===== src/rtl/spf_pkg.sv =====
package spf_pkg;

    typedef enum logic [1:0] {
        ST_IDLE = 2'd0,
        ST_SCAN = 2'd1,
        ST_FIN  = 2'd2
    } scan_st_e;

endpackage


===== src/rtl/spf_scan_ctrl.sv =====
module spf_scan_ctrl #(
    parameter int N_STRIPS = 36,
    parameter int IDX_W    = 6
) (
    input  logic             clk,
    input  logic             rst_n,
    input  logic             start,
    output logic             load,
    output logic             scan_act,
    output logic             last_strip,
    output logic [IDX_W-1:0] idx,
    output logic             done
);
    import spf_pkg::*;

    typedef struct packed {
        scan_st_e         st;
        logic [IDX_W-1:0] idx;
        logic             done;
    } ctrl_t;

    ctrl_t d, q;

    assign load       = (q.st == ST_IDLE) && start;
    assign scan_act   = (q.st == ST_SCAN);
    assign last_strip = (q.idx == IDX_W'(N_STRIPS - 1));
    assign idx        = q.idx;
    assign done       = q.done;

    always_comb begin
        d      = q;
        d.done = 1'b0;
        case (q.st)
            ST_IDLE: begin
                if (start) begin
                    d.st  = ST_SCAN;
                    d.idx = '0;
                end
            end
            ST_SCAN: begin
                if (last_strip) d.st = ST_FIN;
                else            d.idx = q.idx + 1'b1;
            end
            ST_FIN: begin
                d.done = 1'b1;
                d.st   = ST_IDLE;
                d.idx  = '0;
            end
            default: d.st = ST_IDLE;
        endcase
    end

    always_ff @(posedge clk or negedge rst_n) begin
        if (!rst_n) q <= '{st: ST_IDLE, idx: '0, done: 1'b0};
        else        q <= d;
    end

    // the end-of-scan pulse lasts one cycle
    p_done_single_r8: assert property (@(posedge clk) disable iff (!rst_n)
        done |=> !done);

    // the strip index stays inside the plane during a scan
    p_idx_range_r8: assert property (@(posedge clk) disable iff (!rst_n)
        scan_act |-> (idx < IDX_W'(N_STRIPS)));

endmodule


===== src/rtl/spf_run_acc.sv =====
module spf_run_acc #(
    parameter int E_W    = 4,
    parameter int SUM_W  = 10,
    parameter int IDX_W  = 6,
    parameter int WSUM_W = 16
) (
    input  logic              clk,
    input  logic              rst_n,
    input  logic              clear,
    input  logic              step,
    input  logic              active,
    input  logic              at_edge,
    input  logic [E_W-1:0]    energy,
    input  logic [IDX_W-1:0]  strip_num,
    output logic              close,
    output logic [SUM_W-1:0]  tot_e,
    output logic [WSUM_W-1:0] tot_w
);
    typedef struct packed {
        logic              open;
        logic [SUM_W-1:0]  esum;
        logic [WSUM_W-1:0] wsum;
    } run_t;

    run_t d, q;

    logic [E_W-1:0]    add_e;
    logic [WSUM_W-1:0] add_w;

    always_comb begin
        add_e = active ? energy : '0;
        add_w = WSUM_W'(add_e) * WSUM_W'(strip_num);
        tot_e = q.esum + SUM_W'(add_e);
        tot_w = q.wsum + add_w;
        close = step && ((q.open && !active) || (active && at_edge));

        d = q;
        if (clear) begin
            d = '0;
        end else if (step) begin
            if (close) begin
                d = '0;
            end else if (active) begin
                d.open = 1'b1;
                d.esum = tot_e;
                d.wsum = tot_w;
            end
        end
    end

    always_ff @(posedge clk or negedge rst_n) begin
        if (!rst_n) q <= '0;
        else        q <= d;
    end

    // a run is open only after at least one strip above the floor, which is never zero
    p_run_nonzero_r1: assert property (@(posedge clk) disable iff (!rst_n)
        q.open |-> (q.esum != '0));

endmodule


===== src/rtl/spf_center.sv =====
module spf_center #(
    parameter int SUM_W  = 10,
    parameter int WSUM_W = 16,
    parameter int IDX_W  = 6
) (
    input  logic [SUM_W-1:0]  tot_e,
    input  logic [WSUM_W-1:0] tot_w,
    output logic [IDX_W-1:0]  center
);
    localparam int NUM_W = WSUM_W + 2;

    logic [NUM_W-1:0] num;
    logic [NUM_W-1:0] den;
    logic [NUM_W-1:0] quo;

    always_comb begin
        num = (NUM_W'(tot_w) << 1) + NUM_W'(tot_e) - NUM_W'(1);
        den = NUM_W'(tot_e) << 1;
        if (tot_e == '0) quo = '0;
        else             quo = num / den;
        center = IDX_W'(quo);
    end

endmodule


===== src/rtl/strip_peak_finder.sv =====
module strip_peak_finder #(
    parameter int N_STRIPS = 36,
    parameter int E_W      = 4,
    parameter int SUM_W    = 10
) (
    input  logic                    clk,
    input  logic                    rst_n,
    input  logic                    start,
    input  logic [N_STRIPS*E_W-1:0] strip_energy,
    input  logic [E_W-1:0]          thr_strip,
    input  logic [SUM_W-1:0]        thr_peak,
    output logic                    peak_valid,
    output logic [5:0]              peak_center,
    output logic [SUM_W-1:0]        peak_energy,
    output logic                    scan_done
);
    localparam int IDX_W  = 6;
    localparam int WSUM_W = SUM_W + IDX_W;
    localparam int E_MAX  = N_STRIPS * ((1 << E_W) - 1);

    typedef struct packed {
        logic [N_STRIPS*E_W-1:0] plane;
        logic [E_W-1:0]          t0;
        logic [SUM_W-1:0]        t1;
        logic                    valid;
        logic [IDX_W-1:0]        center;
        logic [SUM_W-1:0]        energy;
    } top_t;

    top_t d, q;

    logic              load, scan_act, last_strip, close;
    logic [IDX_W-1:0]  idx, strip_num, center;
    logic [E_W-1:0]    cur_e;
    logic              active;
    logic [SUM_W-1:0]  tot_e;
    logic [WSUM_W-1:0] tot_w;

    spf_scan_ctrl #(.N_STRIPS(N_STRIPS), .IDX_W(IDX_W)) u_ctrl (
        .clk(clk), .rst_n(rst_n), .start(start), .load(load),
        .scan_act(scan_act), .last_strip(last_strip), .idx(idx), .done(scan_done)
    );

    assign cur_e     = q.plane[int'(idx)*E_W +: E_W];
    assign active    = scan_act && (cur_e > q.t0);
    assign strip_num = idx + 1'b1;

    spf_run_acc #(.E_W(E_W), .SUM_W(SUM_W), .IDX_W(IDX_W), .WSUM_W(WSUM_W)) u_acc (
        .clk(clk), .rst_n(rst_n), .clear(load), .step(scan_act), .active(active),
        .at_edge(last_strip), .energy(cur_e), .strip_num(strip_num),
        .close(close), .tot_e(tot_e), .tot_w(tot_w)
    );

    spf_center #(.SUM_W(SUM_W), .WSUM_W(WSUM_W), .IDX_W(IDX_W)) u_ctr (
        .tot_e(tot_e), .tot_w(tot_w), .center(center)
    );

    always_comb begin
        d = q;
        if (load) begin
            d.plane = strip_energy;
            d.t0    = thr_strip;
            d.t1    = thr_peak;
        end
        d.valid  = close && (tot_e > q.t1);
        d.center = d.valid ? center : '0;
        d.energy = d.valid ? tot_e  : '0;
    end

    always_ff @(posedge clk or negedge rst_n) begin
        if (!rst_n) q <= '0;
        else        q <= d;
    end

    assign peak_valid  = q.valid;
    assign peak_center = q.center;
    assign peak_energy = q.energy;

    // Checker state: previous center reported within the current scan
    logic [IDX_W-1:0] prev_c_q;
    logic             seen_q;
    always_ff @(posedge clk or negedge rst_n) begin
        if (!rst_n) begin
            prev_c_q <= '0;
            seen_q   <= 1'b0;
        end else if (load) begin
            seen_q   <= 1'b0;
        end else if (peak_valid) begin
            prev_c_q <= peak_center;
            seen_q   <= 1'b1;
        end
    end

    p_thr_peak_r5: assert property (@(posedge clk) disable iff (!rst_n)
        peak_valid |-> (peak_energy > q.t1));

    p_center_range_r4: assert property (@(posedge clk) disable iff (!rst_n)
        peak_valid |-> (peak_center >= 6'd1 && peak_center <= IDX_W'(N_STRIPS)));

    p_no_overflow_r3: assert property (@(posedge clk) disable iff (!rst_n)
        peak_valid |-> (peak_energy <= SUM_W'(E_MAX)));

    p_ascending_r7: assert property (@(posedge clk) disable iff (!rst_n)
        (peak_valid && seen_q) |-> (peak_center > prev_c_q));

    p_done_alone_r8: assert property (@(posedge clk) disable iff (!rst_n)
        !(peak_valid && scan_done));

endmodule


===== config.mk =====
export PLATFORM = sky130hd
export DESIGN_NAME = strip_peak_finder
export DESIGN_NICKNAME = d
export VERILOG_FILES = /design/src/rtl/spf_pkg.sv /design/src/rtl/spf_scan_ctrl.sv /design/src/rtl/spf_run_acc.sv /design/src/rtl/spf_center.sv /design/src/rtl/strip_peak_finder.sv
export SDC_FILE = /design/constraint.sdc
export NUM_CORES = 1
export LEC_CHECK = 0
export ABC_CLOCK_PERIOD_IN_PS = 47600
export BUFFER_PORTS_ARGS = -buffer_cell sky130_fd_sc_hd__buf_2
export CAP_MARGIN = 20
export CORE_ASPECT_RATIO = 0.9
export CORE_MARGIN = 2
export CORE_UTILIZATION = 50
export CTS_BUF_LIST = sky130_fd_sc_hd__clkbuf_4
export CTS_CLUSTER_DIAMETER = 200
export DETAILED_ROUTE_END_ITERATION = 12
export PLACE_DENSITY_LB_ADDON = 0.08
export SYNTH_ARGS = -nofsm -noshare
export SYNTH_HDL_FRONTEND = slang
export SYNTH_HIERARCHICAL = 1
export SYNTH_SLANG_ARGS = --single-unit

===== constraint.sdc =====
create_clock -name clk -period 47.6 [get_ports clk]
set_clock_uncertainty 0.05 [all_clocks]
set_input_delay 2.38 -clock clk [delete_from_list [all_inputs] [get_ports clk]]
set_output_delay 2.38 -clock clk [all_outputs]
set_load 0.05 [all_outputs]

==> reports/summary.txt <==
Status = complete, no violations
Slowest CP cell = dfrtp_2
Die Wd = 211 um
WP data required = 48,140 ps
CP top delay family = compound AO/OA/AOI/OAI gates
Total track usage = 0.255
Most used cell, CP = o21a_1
Most frequent cells in the layout = dfrtp_1 (209), mux2_2 (194), ha_1 (191)
Clock tree buffer depth = 3
Min-delay src = u_acc/q[2]
CP endpoint kind = flip-flop
# DRC = 0
Yosys cell types = 115
FMAX = 0.0230 GHz
Die Span Y = 190 um
DRT Wirelength = 50,600 um
Setup WS pre-CTS = 2660 ps
Die area = 40,200 um^2
Core area = 38,200 um^2
Placement Cell Area = 20,500 um^2
Final Wtd Congestion = 0.874
WP data arrival = 44,080 ps
# setup viols final = 0
CP Max Fanout = 28
First-pass GRT wire length = 82,800 um
Area leader, netlist = dfrtp_1
Final max-slew violation count = 0
Std cell rows = 68
Worst-Skew Late Latency = 720 ps
EDFF count, synth = 0
Overflow after GRT = 0
Initial antenna violation count = 8
Hold Buf Count CTS = 0
Final setup margin = 4060 ps
Worst-Margin Slew = 1060 ps
Vias = 16,000
IO Port Bufs = 178
Final ANT Viol Nets = 0
Final number of hold-violating endpoints = 0
Commonest non-fill, non-tap cell in the layout = dfrtp_1
Final min period = 43,540 ps
Hold Path Sink = u_acc/q[2]
CTS tree = yes
Cell count of the worst reg-to-reg path = 195
Clk sinks = 211
RSZ-0062 raised after global routing = false
Nets = 2,602
DR vias/cell = 5.81
Worst-path clk slew = 70 ps
Post-Synthesis Cells = 2,056
Final instance area = 21,300 um^2
R2r startpoint = u_ctrl/idx[1]
Syn nets = 2,425
Area contributors post-synth = dfrtp_1 (27%), ha_1 (12%), mux2_2 (11%)
Final period util = 0.915
Average wire per standard cell = 18.3 um
TritonCTS Buffers = 51
DRT iter0 DRCs = 1,072
R2R setup slack = 4060 ps
H-Tree Depth = 2
Synthesized area per cell = 9.38 um^2
Fraction of registers with async set/reset = 1.00
Slew margin rel. = 0.292
Max-cap violations = 0
Critical path's largest stage delay = 780 ps
Pre-Repair DR Iteration Count = 6
Critical path buffer and inverter count = 13
Share of cells above drive strength 1 = 0.250
Largest net degree at the start of global routing = 176
Post-synthesis sequential area ratio = 0.274
Initial Util = 0.505
# IOs = 179
Mapped Area = 19,300 um^2
Vias in the first global route = 15,800
CP Launch Type = flip-flop
FF-to-FF End = peak_center[0]
Total Neg Setup Slack = 0 ps
Post-DP HPWL = 38,000 um
Yosys reg bits = 211
Synth warn = 6
Crit Path Category = reg -> reg
Area share of the largest cell type after synthesis = 0.274
Most used DFF post-synth = dfrtp_1
Hold WC Path Type = reg -> reg
Worst hold path depth = 2
CTS root buffer = clkbuf_4
Layout area overhead = 10.3%
## cells in the mapped netlist, types with 17 or more instances
cell type  instances
xnor2_1           60
a211oi_1          32
ha_1             191
xor2_1            32
dfrtp_1          211
a31oi_1           21
nor2b_1           17
nand2_1          137
mux2_2           194
inv_1            164
a21oi_1          103
nor3_1            49
nand2b_1          17
nand3_1           48
and3_1            35
buf_2             27
o211ai_1          17
clkbuf_1          29
buf_4             24
o21a_1            54
o21ai_1           28
a22o_1            19
mux2i_1           35
o21ai_0           70
a21o_1            26
nor2_1           108
fa_1              17
o31ai_1           21
## what timing repair did
item | in CTS | in global routing
setup endpoints to repair | 0 | 1
resized for setup | 0 | 5
buffers inserted | 0 | 12
## flip-flops by register name, summed over array words and instances, names as in the netlist
| signal | flops |
|---|---|
| peak_center | 6 |
| peak_energy | 10 |
| peak_valid | 1 |
| q | 158 |
| u_acc/q | 27 |
| u_ctrl/done | 1 |
| u_ctrl/idx | 6 |
| u_ctrl/q | 2 |
## stage by stage
stage	hold slack (ps)	utilization	cells
final	442	0.557	2760
after global routing	462	0.557	2756
after CTS	443	0.553	2739
after detailed placement	427	0.536	2658
after global placement	423	0.536	2658
after floorplan	406	-	2056
## worst max path at each step
stage | start | end | slack (ps) | depth (start not counted)
6_report | u_ctrl/idx[1] | peak_center[0] | 4060 | 195
3_3_place_gp | u_ctrl/idx[1] | peak_center[0] | 3780 | 193
4_1_cts | u_ctrl/idx[1] | peak_center[0] | 2600 | 192
2_1_floorplan | u_ctrl/idx[1] | peak_center[0] | 8520 | 207
3_5_place_dp | u_ctrl/idx[1] | peak_center[0] | 2660 | 192
5_1_grt | u_ctrl/idx[1] | peak_center[0] | 40 | 200
## kinds of logic after synthesis
kind of cell    count (synthesis)  share of synthesized area
compound gates                511                      0.186
buf+inv                       256                     0.0608
simple gates                  528                      0.142
mux                           250                      0.154
fa+ha+maj                     208                      0.141
flops                         211                      0.274
xor+xnor                       92                     0.0418
## area by class of cell
type,instances,area [um^2]
fillers,3535,16900
multi-input cells,1589,12900
flip-flops and latches,211,5280
repair buffers,216,1210
inverters,164,616
well taps,490,613
clock buffers,69,518
clock inverters,12,126
diodes,9,22.5
## routing by layer
metal	vias to the layer above	track usage	share of wire
li1	7913	-	-
met5	-	0	0.00026
met4	2	0.0534	0.016
met1	7717	0.365	0.49
met3	64	0.0427	0.047
met2	336	0.406	0.45
## worst register-to-register path, delay by kind of cell, from the launching register on
kind                       cells  cell delay [ps]
AOI/OAI and AO/OA            107            23080
xor gates and xnor gates       2              360
adders and majority gates     24             7930
buffers and inverters         13             1900
DFF                            1              780
muxes                          6             1980
and+or+nand+nor               43             7470
Power is not shown: default switching activity piles up to over one toggle a cycle in this logic, so the estimate is an artifact.
